**config.mk**
```make
export PLATFORM = sky130hd
export DESIGN_NAME = evt_flag_router
export DESIGN_NICKNAME = d
export VERILOG_FILES = /design/src/rtl/irqr_pkg.sv /design/src/rtl/irqr_flag_bank.sv /design/src/rtl/irqr_mask_regs.sv /design/src/rtl/irqr_pin_drive.sv /design/src/rtl/evt_flag_router.sv
export SDC_FILE = /design/constraint.sdc
export NUM_CORES = 1
export LEC_CHECK = 0
export BUFFER_PORTS_ARGS = -buffer_cell sky130_fd_sc_hd__clkbuf_2
export CELL_PAD_IN_SITES_DETAIL_PLACEMENT = 0
export CELL_PAD_IN_SITES_GLOBAL_PLACEMENT = 1
export CORE_MARGIN = 10
export CORE_UTILIZATION = 33
export CTS_CLUSTER_SIZE = 16
export DETAILED_ROUTE_END_ITERATION = 8
export PLACE_DENSITY = 0.82
export SETUP_SLACK_MARGIN = 0.15
export SYNTH_ARGS = -nofsm -noshare
export SYNTH_HDL_FRONTEND = slang
export SYNTH_SLANG_ARGS = --single-unit
```
**constraint.sdc**
```tcl
create_clock -name clk -period 1.28 [get_ports clk]
set_clock_uncertainty 0.1 [all_clocks]
set_input_delay 0.256 -clock clk [delete_from_list [all_inputs] [get_ports clk]]
set_output_delay 0.256 -clock clk [all_outputs]
set_load 0.005 [all_outputs]
```
**src/rtl/irqr_pkg.sv**
```systemverilog
package irqr_pkg;
  localparam int FLAG_W = 16;
  localparam logic [FLAG_W-1:0] DEFINED_BITS = 16'h03FF;

  typedef logic [FLAG_W-1:0] flag_word_t;

  // set wins over clear; only defined, globally enabled events latch
  function automatic flag_word_t flags_next(input flag_word_t cur,
                                            input flag_word_t evt,
                                            input flag_word_t gmask,
                                            input logic       clr_en,
                                            input flag_word_t clr,
                                            input flag_word_t defined);
    flag_word_t kept;
    kept = clr_en ? (cur & ~clr) : cur;
    return (kept | (evt & gmask)) & defined;
  endfunction

  function automatic logic route_hit(input flag_word_t flags,
                                     input flag_word_t gmask,
                                     input flag_word_t pmask,
                                     input flag_word_t defined);
    return |(flags & gmask & pmask & defined);
  endfunction
endpackage

```
**src/rtl/irqr_flag_bank.sv**
```systemverilog
module irqr_flag_bank
  import irqr_pkg::*;
#(
  parameter int W = FLAG_W,
  parameter logic [W-1:0] DEF_MASK = DEFINED_BITS
) (
  input  logic         clk,
  input  logic         rst_n,
  input  logic [W-1:0] evt,
  input  logic [W-1:0] gmask,
  input  logic         clr_en,
  input  logic [W-1:0] clr,
  output logic [W-1:0] flags
);
  logic [W-1:0] evt_accepted;
  logic [W-1:0] flags_d;

  assign evt_accepted = evt & gmask & DEF_MASK;
  assign flags_d      = flags_next(flags, evt, gmask, clr_en, clr, DEF_MASK);

  always_ff @(posedge clk or negedge rst_n) begin
    if (!rst_n) flags <= '0;
    else        flags <= flags_d;
  end

  a_r2_event_sets: assert property (@(posedge clk) disable iff (!rst_n)
    1'b1 |=> ((flags & $past(evt_accepted)) == $past(evt_accepted)));

  a_r4_sticky: assert property (@(posedge clk) disable iff (!rst_n)
    !clr_en |=> ((flags & $past(flags)) == $past(flags)));

  a_r5_clear: assert property (@(posedge clk) disable iff (!rst_n)
    clr_en |=> ((flags & $past(clr & ~evt_accepted)) == '0));

  a_r3_masked_ignored: assert property (@(posedge clk) disable iff (!rst_n)
    (!clr_en && ((evt & ~gmask) != '0)) |=> ((flags & ~$past(flags) & $past(~gmask)) == '0));

  a_r7_undef_zero: assert property (@(posedge clk) disable iff (!rst_n)
    (flags & ~DEF_MASK) == '0);
endmodule

```
**src/rtl/irqr_mask_regs.sv**
```systemverilog
module irqr_mask_regs #(
  parameter int W    = 16,
  parameter int NPIN = 3,
  localparam int CFG_W = (NPIN + 1) * W
) (
  input  logic                     clk,
  input  logic                     rst_n,
  input  logic                     wr,
  input  logic [CFG_W-1:0]         data,
  output logic [W-1:0]             gmask,
  output logic [NPIN-1:0][W-1:0]   pmask
);
  always_ff @(posedge clk or negedge rst_n) begin
    if (!rst_n)  gmask <= '0;
    else if (wr) gmask <= data[CFG_W-1 -: W];
  end

  for (genvar k = 0; k < NPIN; k++) begin : g_pin_mask
    always_ff @(posedge clk or negedge rst_n) begin
      if (!rst_n)  pmask[k] <= '0;
      else if (wr) pmask[k] <= data[(NPIN-k)*W-1 -: W];
    end
  end

  a_r8_global_load: assert property (@(posedge clk) disable iff (!rst_n)
    wr |=> (gmask == $past(data[CFG_W-1 -: W])));

  a_r8_hold: assert property (@(posedge clk) disable iff (!rst_n)
    !wr |=> $stable(gmask));
endmodule

```
**src/rtl/irqr_pin_drive.sv**
```systemverilog
module irqr_pin_drive
  import irqr_pkg::*;
#(
  parameter int W    = FLAG_W,
  parameter int NPIN = 3,
  parameter logic [W-1:0] DEF_MASK = DEFINED_BITS
) (
  input  logic                   clk,
  input  logic                   rst_n,
  input  logic [W-1:0]           flags,
  input  logic [W-1:0]           gmask,
  input  logic [NPIN-1:0][W-1:0] pmask,
  input  logic                   rfsw_mode,
  input  logic                   osc_mode,
  input  logic                   tx_active,
  output logic [NPIN-1:0]        pins
);
  logic [NPIN-1:0] hit;

  for (genvar k = 0; k < NPIN; k++) begin : g_pin
    assign hit[k] = route_hit(flags, gmask, pmask[k], DEF_MASK);

    if (k == 1) begin : g_rfsw
      always_ff @(posedge clk or negedge rst_n) begin
        if (!rst_n)         pins[k] <= 1'b0;
        else if (rfsw_mode) pins[k] <= tx_active;
        else                pins[k] <= hit[k];
      end
      a_r10_rfsw: assert property (@(posedge clk) disable iff (!rst_n)
        rfsw_mode |=> (pins[k] == $past(tx_active)));
    end else if (k == 2) begin : g_osc
      always_ff @(posedge clk or negedge rst_n) begin
        if (!rst_n)        pins[k] <= 1'b0;
        else if (osc_mode) pins[k] <= 1'b0;
        else               pins[k] <= hit[k];
      end
      a_r11_osc_quiet: assert property (@(posedge clk) disable iff (!rst_n)
        osc_mode |=> !pins[k]);
    end else begin : g_plain
      always_ff @(posedge clk or negedge rst_n) begin
        if (!rst_n) pins[k] <= 1'b0;
        else        pins[k] <= hit[k];
      end
      a_r9_no_flag_low: assert property (@(posedge clk) disable iff (!rst_n)
        (flags == '0) |=> !pins[k]);
    end
  end
endmodule

```
**src/rtl/evt_flag_router.sv**
```systemverilog
module evt_flag_router
  import irqr_pkg::*;
#(
  parameter int W    = FLAG_W,
  parameter int NPIN = 3,
  parameter logic [W-1:0] DEF_MASK = DEFINED_BITS,
  localparam int CFG_W = (NPIN + 1) * W
) (
  input  logic             clk,
  input  logic             rst_n,
  input  logic [W-1:0]     evt_pulse,
  input  logic             cfg_wr,
  input  logic [CFG_W-1:0] cfg_masks,
  input  logic             clr_en,
  input  logic [W-1:0]     clr_mask,
  input  logic             rfsw_mode,
  input  logic             osc_mode,
  input  logic             tx_active,
  output logic [NPIN-1:0]  irq_pin,
  output logic [W-1:0]     status
);
  logic [W-1:0]           gmask;
  logic [NPIN-1:0][W-1:0] pmask;
  logic [W-1:0]           flags;

  irqr_mask_regs #(.W(W), .NPIN(NPIN)) u_masks (
    .clk(clk), .rst_n(rst_n), .wr(cfg_wr), .data(cfg_masks),
    .gmask(gmask), .pmask(pmask)
  );

  irqr_flag_bank #(.W(W), .DEF_MASK(DEF_MASK)) u_flags (
    .clk(clk), .rst_n(rst_n), .evt(evt_pulse), .gmask(gmask),
    .clr_en(clr_en), .clr(clr_mask), .flags(flags)
  );

  irqr_pin_drive #(.W(W), .NPIN(NPIN), .DEF_MASK(DEF_MASK)) u_pins (
    .clk(clk), .rst_n(rst_n), .flags(flags), .gmask(gmask), .pmask(pmask),
    .rfsw_mode(rfsw_mode), .osc_mode(osc_mode), .tx_active(tx_active),
    .pins(irq_pin)
  );

  assign status = flags;

  a_r1_reset_pins: assert property (@(posedge clk)
    !rst_n |-> (irq_pin == '0 && status == '0));
endmodule

```
==> flow_summary.yaml, run 1 <==
job:
  drv_cap: 0
outcome:
  status: "complete, but fails checks"
  failed_checks: "setup timing"
critical_path:
  cp_max_fo: 3
  cp.required_ps: 920
  cp-end-kind: "primary output"
  crit_path_start_kind: "flop"
  worstPathArrival_ps: 960
  path_class: "reg2out"
floorplanning:
  coreArea_um2: 6420
  die_h_um: 102
  die_w_um: 102
  die_area_um2: 10400
  initial_core_util: 0.344
  num_io_pins: 122
  row_count: 29
grt:
  track_usage: 0.118
  grt_first_pass_wirelength_mm: 9.38
  antenna_found_initial: 0
  grt_overflow: 0
  grt_start_max_net_pins: 54
  grt_pass1_vias: 1872
detailed_routing:
  wl_per_cell_um: 17.4
  finalWirelength_mm: 6.03
  vias_per_cell: 4.77
  drt_iter0_markers: 48
  num_vias: 1649
  detail-route-antenna-nets: 0
  drc: 0
  firstDrtPassIters: 4
logic_synthesis:
  synth.ff_latch_count: 53
  syn_area_per_cell_um2: 13.3
  netlist_area_um2: 2210
  synthCells: 166
  yosys_warnings: 0
  synth_cell_types: 18
  ys_seq_area_frac: 0.601
sta:
  grt_setup_unrepaired: "yes"
  fmax_ghz: 0.762
  fin_crit_ps: 1310
  maxSlewViolCount: 0
  final.setup.tns_ps: -85.6
  setup_viol: 3
  fin_ws_ps: -32.5
  fin_crit_sh: 1.03
  hold_viol_final: 0
hold_path:
  worstHoldPathType: "in2reg"
placement:
  gp_congestion: 0.711
  post_dp_cell_area_um2: 2760
  port_buffers: 79
  placed_cells: 326
  place_ws_ps: 26.9
  dpl.hpwl_mm: 4.61
final_layout:
  stdcell_area_um2: 3010
  layoutNonFillerInstCount: 346
  diodes: 0
  drive_above_1_share: 0.572
  syn_to_final_growth_pct: 36.5
  finalNetCount: 371
  post-route-util: 0.469
clock_tree:
  cts_inserted_buffers: 5
  clock_latency_ps: 300
  root_buffer: "clkbuf_8"
  cts_htree_levels: 2
  path_clk_slew_ps: 90
  cts.sinks: 53
  cts_tree: "built"
  clock_path_buffers: 2
pwr:
  p_per_area_nw_per_um2: 1220
  cellLeakagePower_nw: 1.45
  ir_worst_vdd_mv: 0.473
[cell usage in the layout, fill, tap and decap left out]
| cell type | instances |
|---|---|
| and3_1 | 2 |
| a41oi_2 | 1 |
| conb_1 | 6 |
| nand2_1 | 11 |
| dfrtp_1 | 53 |
| clkbuf_2 | 73 |
| inv_1 | 1 |
| clkbuf_8 | 5 |
| buf_6 | 8 |
| dlygate4sd3_1 | 2 |
| clkinv_2 | 2 |
| o32a_1 | 1 |
| nand3_1 | 23 |
| buf_2 | 4 |
| and4_4 | 1 |
| buf_4 | 11 |
| mux2_4 | 1 |
| a31oi_1 | 2 |
| or3_1 | 1 |
| and3_4 | 1 |
| a22o_2 | 1 |
| nand3_2 | 2 |
| a22o_1 | 9 |
| buf_12 | 3 |
| nand4_1 | 3 |
| a31oi_2 | 2 |
| mux2_2 | 39 |
| clkbuf_1 | 1 |
[final timing paths]
path	from	to	slack, ps	cells past startpoint
worst min register to register	u_masks.pmask[32]	u_masks.pmask[32]	410	1
worst min-delay path	tx_active	u_pins.pins[1]	70	2
max in group asynchronous	rst_n	u_flags.flags[7]	460	3
worst max-delay path	u_flags.flags[6]	status[6]	-30	2
worst max register to register	u_flags.flags[7]	u_pins.pins[0]	20	4
min in group asynchronous	rst_n	u_masks.pmask[39]	390	3
[cell families after synthesis]
| group | synth area share |
|---|---|
| compound gates | 0.0601 |
| buf+inv | 0.0334 |
| flops | 0.601 |
| mux | 0.204 |
| other cells | 0.00170 |
| simple gates | 0.0998 |
[synthesized netlist by cell type, drive strengths merged]
cell / count / area [µm²]
a22o: 10 / 88.8
a31oi: 4 / 25.0
a41oi: 1 / 8.76
and3: 3 / 20.0
and4: 1 / 8.76
buf: 11 / 70.1
conb: 1 / 3.75
dfrtp: 53 / 1330
inv: 1 / 3.75
mux2: 40 / 450
nand2: 11 / 41.3
nand3: 25 / 125
nand4: 3 / 18.8
o32a: 1 / 10.0
or3: 1 / 6.26
[layout make-up]
type | instances | area [µm²]
Fill cell | 617 | 3410
Sequential cell | 53 | 1330
Multi-Input combinational cell | 106 | 866
Timing Repair Buffer | 101 | 638
Tap cell | 77 | 96.3
Clock buffer | 6 | 72.6
Clock inverter | 2 | 10.0
Inverter | 1 | 3.75
[state kept, by name (all words and copies together), names as in the netlist]
name / count
u_flags.flags: 10
u_pins.pins: 3
u_masks.pmask: 30
u_masks.gmask: 10
[critical path, cell delays in order, from the launching register on]
cell     delay, ps
dfrtp_1        420
buf_6          130
buf_6          100
[through the flow]
step           power, mW  hold slack [ps]
2_1_floorplan       2.33             -140
3_3_place_gp        2.67              178
3_5_place_dp        2.69              184
4_1_cts             3.71             60.6
5_1_grt             3.90             56.9
6_report            3.68             73.1
[per-layer routing]
layer	global-route usage	part of all wire	vias up
li1	-	-	804
met1	0.141	0.43	792
met2	0.191	0.49	53
met3	0.0517	0.081	0
met4	0.0264	0	0
met5	0	0	-
[repair_timing]
item,CTS,global route
hold endpoints to repair,54,0
hold buffers,2,0
pin swaps,4,5
resized for setup,11,10
buffers inserted,7,3
endpoints found under the setup margin,16,17
[where the power goes]
group          switching, mW  internal (mW)  total (mW)
clock network          0.524          0.381       0.905
registers              0.153           1.86        2.02
logic                  0.293          0.467       0.760
(Power assumes the default switching activity.)
==> run 2: changes to the inputs <==
- CORE_ASPECT_RATIO: unset -> 1.2
==> flow_summary.yaml, run 2 (synthesis results as in run 1) <==
final_layout:
  layoutNonFillerInstCount: 350
  top_register: "u_masks.pmask"
  register_area_um2: 1330
  largest_register_ffs: 30
  syn_to_final_growth_pct: 36.1
  post-route-util: 0.463
  finalNetCount: 367
  final_cell_mix: "73 x clkbuf_2, 48 x dfrtp_1, 40 x mux2_2, 22 x nand3_1, 11 x nand2_1"
  nFillCells: 672
  diodes: 0
  final_common_cell: "clkbuf_2"
  stdcell_area_um2: 3000
  multiInputGateArea_um2: 870
  reg_top3: "u_masks.pmask x30, u_flags.flags x10, u_masks.gmask x10"
  drive_above_1_share: 0.589
outcome:
  failed_checks: "setup timing"
  status: "complete, but fails checks"
grt:
  grt_start_max_net_pins: 54
  grt_pass1_vias: 1817
  antenna_found_initial: 0
  track_usage: 0.110
  grt_first_pass_wirelength_mm: 8.96
  grt_overflow: 0
critical_path:
  cp_max_fo: 3
  timing.rr.start: "u_masks.gmask[4]"
  crit_path_start_kind: "flop"
  path_class: "reg2out"
  cp-startpoint: "u_flags.flags[8]"
  worstPathArrival_ps: 940
  cp-end-kind: "primary output"
  cp.required_ps: 920
clock_tree:
  cts.sinks: 53
  clock_latency_ps: 300
  path_clk_slew_ps: 90
  root_buffer: "clkbuf_8"
  cts_htree_levels: 2
  cts_inserted_buffers: 5
  cts_tree: "built"
  clock_path_buffers: 2
sta:
  final.setup.tns_ps: -16.1
  hold_viol_final: 0
  fmax_ghz: 0.772
  hold_ws_ps: 73.6
  fin_crit_ps: 1300
  grt_setup_unrepaired: "yes"
  fin_crit_sh: 1.01
  maxSlewViolCount: 0
  setup_viol: 1
  fin_ws_ps: -16.1
hold_path:
  worstHoldPathType: "in2reg"
  min_from: "evt_pulse[6]"
pwr:
  ir_worst_vdd_mv: 0.700
  pwr-share-seq: 0.543
  p_sw_uw: 944
  cellLeakagePower_nw: 1.43
  p_per_area_nw_per_um2: 1240
  comb_power_share: 0.188
  clockPowerShare: 0.269
  power_mw: 3.73
  p_int_mw: 2.79
  switching_share: 0.253
floorplanning:
  die_w_um: 94.7
  coreArea_um2: 6490
  row_count: 32
  num_io_pins: 122
  initial_core_util: 0.340
  die_h_um: 110
  die_area_um2: 10400
job:
  drv_cap: 0
detailed_routing:
  firstDrtPassIters: 4
  finalWirelength_mm: 5.79
  num_vias: 1642
  vias_per_cell: 4.69
  wl_per_cell_um: 16.6
  drc: 0
  detail-route-antenna-nets: 0
  drt_iter0_markers: 34
placement:
  gp_congestion: 0.769
  port_buffers: 79
  dpl.hpwl_mm: 4.46
  place_ws_ps: 5.67
  placed_cells: 329
  post_dp_cell_area_um2: 2730
## run 2: area by class of cell
cell class	count	share of cell area
multi-input cells	106	0.289
clock inverters	1	0.00167
repair buffers	97	0.197
clock buffers	7	0.0321
inverters	1	0.00125
well taps	85	0.0354
flip-flops and latches	53	0.444
## run 2: metal layers
| metal | share of wire | GRT usage | vias to the layer above |
|---|---|---|---|
| met5 | 0 | 0 | - |
| met4 | 0.0035 | 0.0257 | 0 |
| met3 | 0.085 | 0.0423 | 2 |
| met2 | 0.50 | 0.184 | 53 |
| met1 | 0.41 | 0.131 | 795 |
| li1 | - | - | 792 |
## run 2: path summary, 6_finish.rpt
path / slack, ps / depth (start not counted) / to
worst max-delay path: -20 / 2 / status[8]
worst min-delay path: 70 / 2 / u_flags.flags[6]
worst max register to register: 10 / 3 / u_pins.pins[1]
worst min register to register: 410 / 1 / u_masks.pmask[32]
max in group asynchronous: 430 / 3 / u_flags.flags[9]
min in group asynchronous: 400 / 3 / u_flags.flags[4]
## run 2: critical path, stage by stage, from the launching register on
cell and delay, ps:
dfrtp_1 420, buf_6 130, buf_6 100
## run 2: what timing repair did
item | in CTS | in global routing
pin swaps | 2 | 5
hold buffers | 2 | 0
endpoints found under the hold margin | 54 | 0
buffers inserted | 9 | 2
resized for setup | 9 | 13
setup endpoints to repair | 16 | 16
cloned | 0 | 0
## run 2: power by group through the flow
stage	clock network (mW)	registers [mW]	logic [mW]
after floorplan	0	2.02	0.307
after global placement	0	2.05	0.584
after detailed placement	0	2.06	0.600
after CTS	1.05	2.03	0.693
after global routing	1.12	2.06	0.778
final	1.01	2.03	0.701
==> run 3: changes to the inputs <==
- CTS_CLUSTER_SIZE: 16 -> 30
- PLACE_DENSITY: 0.82 -> unset
- PLACE_DENSITY_LB_ADDON: unset -> 0.1
==> flow_summary.yaml, run 3 (synthesis results as in run 1) <==
grt:
  grt_pass1_vias: 1786
  track_usage: 0.112
  grt_overflow: 0
  grt_first_pass_wirelength_mm: 9.04
  antenna_found_initial: 0
  grt_start_max_net_pins: 54
detailed_routing:
  finalWirelength_mm: 5.83
  wl_per_cell_um: 16.7
  num_vias: 1641
  drt_iter0_markers: 35
  vias_per_cell: 4.70
  firstDrtPassIters: 4
  drc: 0
  detail-route-antenna-nets: 0
pwr:
  power_mw: 3.58
  ir_worst_vdd_mv: 0.520
  p_per_area_nw_per_um2: 1220
  cellLeakagePower_nw: 1.42
clock_tree:
  cts.sinks: 53
  cts_htree_levels: 2
  path_clk_slew_ps: 90
  cts_inserted_buffers: 5
  clock_path_buffers: 2
  cts_tree: "built"
  clock_latency_ps: 300
  root_buffer: "clkbuf_8"
outcome:
  status: "complete, but fails checks"
  failed_checks: "setup timing"
final_layout:
  final_cell_mix: "75 x clkbuf_2, 51 x dfrtp_1, 40 x mux2_2, 23 x nand3_1"
  diodes: 0
  top_register: "u_masks.pmask"
  drive_above_1_share: 0.572
  finalNetCount: 368
  reg_top3: "u_masks.pmask x30, u_flags.flags x10, u_masks.gmask x10"
  final_common_cell: "clkbuf_2"
  largest_register_ffs: 30
  syn_to_final_growth_pct: 33.6
critical_path:
  worstPathArrival_ps: 950
  cp_max_fo: 3
  path_class: "reg2out"
  crit_path_start_kind: "flop"
  cp-end-kind: "primary output"
  cp.required_ps: 920
floorplanning:
  row_count: 32
  die_h_um: 110
  num_io_pins: 122
  die_area_um2: 10400
  initial_core_util: 0.340
  coreArea_um2: 6490
  die_w_um: 94.7
sta:
  setup_viol: 3
  fin_ws_ps: -26.4
  maxSlewViolCount: 0
  final.setup.tns_ps: -67.5
  hold_viol_final: 0
  grt_setup_unrepaired: "yes"
  fin_crit_ps: 1310
  fin_crit_sh: 1.02
  fmax_ghz: 0.765
placement:
  dpl.hpwl_mm: 4.46
  port_buffers: 79
  gp_congestion: 0.696
hold_path:
  worstHoldPathType: "in2reg"
job:
  drv_cap: 0
## run 3: changes by cell type in the layout (fill, tap and decap cells not counted), sizes merged
| cell | change |
|---|---|
| buf | -1 |
## run 3: repair_timing
action | CTS | global route
endpoints found under the hold margin | 54 | 0
buffers inserted | 4 | 3
pin swaps | 2 | 2
gates resized for setup | 10 | 5
hold buffers | 2 | 0
endpoints found under the setup margin | 16 | 16
## run 3: final cells by class
cell class                      instances  area, µm²
Fill cell                             658       3540
Sequential cell                        53       1330
Multi-Input combinational cell        106        852
Timing Repair Buffer                   98        583
Tap cell                               85        106
Clock buffer                            5       68.8
Clock inverter                          1       5.00
Inverter                                1       3.75
## run 3: worst paths after layout
path / from / to / slack [ps] / cells after the start
worst min register to register: u_masks.pmask[36] / u_masks.pmask[36] / 410 / 1
min in group asynchronous: rst_n / u_masks.gmask[2] / 390 / 3
worst min-delay path: evt_pulse[6] / u_flags.flags[6] / 70 / 2
worst max-delay path: u_flags.flags[5] / status[5] / -30 / 2
worst max register to register: u_masks.gmask[7] / u_pins.pins[1] / 30 / 3
max in group asynchronous: rst_n / u_masks.gmask[7] / 440 / 3
## run 3: stage by stage
step	instances	utilization	setup slack, ps	hold WS [ps]	instance area [µm²]
final	349	0.454	-26.4	73.0	2950
after detailed placement	334	0.425	33.0	179	2760
after global routing	349	0.454	-82.3	63.6	2950
after floorplan	171	-	164	-140	2230
after global placement	334	0.425	39.6	182	2760
after CTS	346	0.451	-44.0	66.6	2920
## run 3: report_power, final
group / switching (mW) / internal (mW) / leakage [nW]
clock network: 0.509 / 0.361 / 0.0399
registers: 0.154 / 1.87 / 0.613
logic: 0.268 / 0.426 / 0.764
## run 3: critical path, cell delays in order (launching register included)
cell	delay, ps
dfrtp_1	420
buf_6	130
clkbuf_2	100
## run 3: metal layers
layer	up-vias	routed length, µm	GRT usage
met5	-	0	0
met4	0	61	0.0289
met3	7	476	0.0437
met2	46	2940	0.186
met1	798	2350	0.133
li1	790	-	-
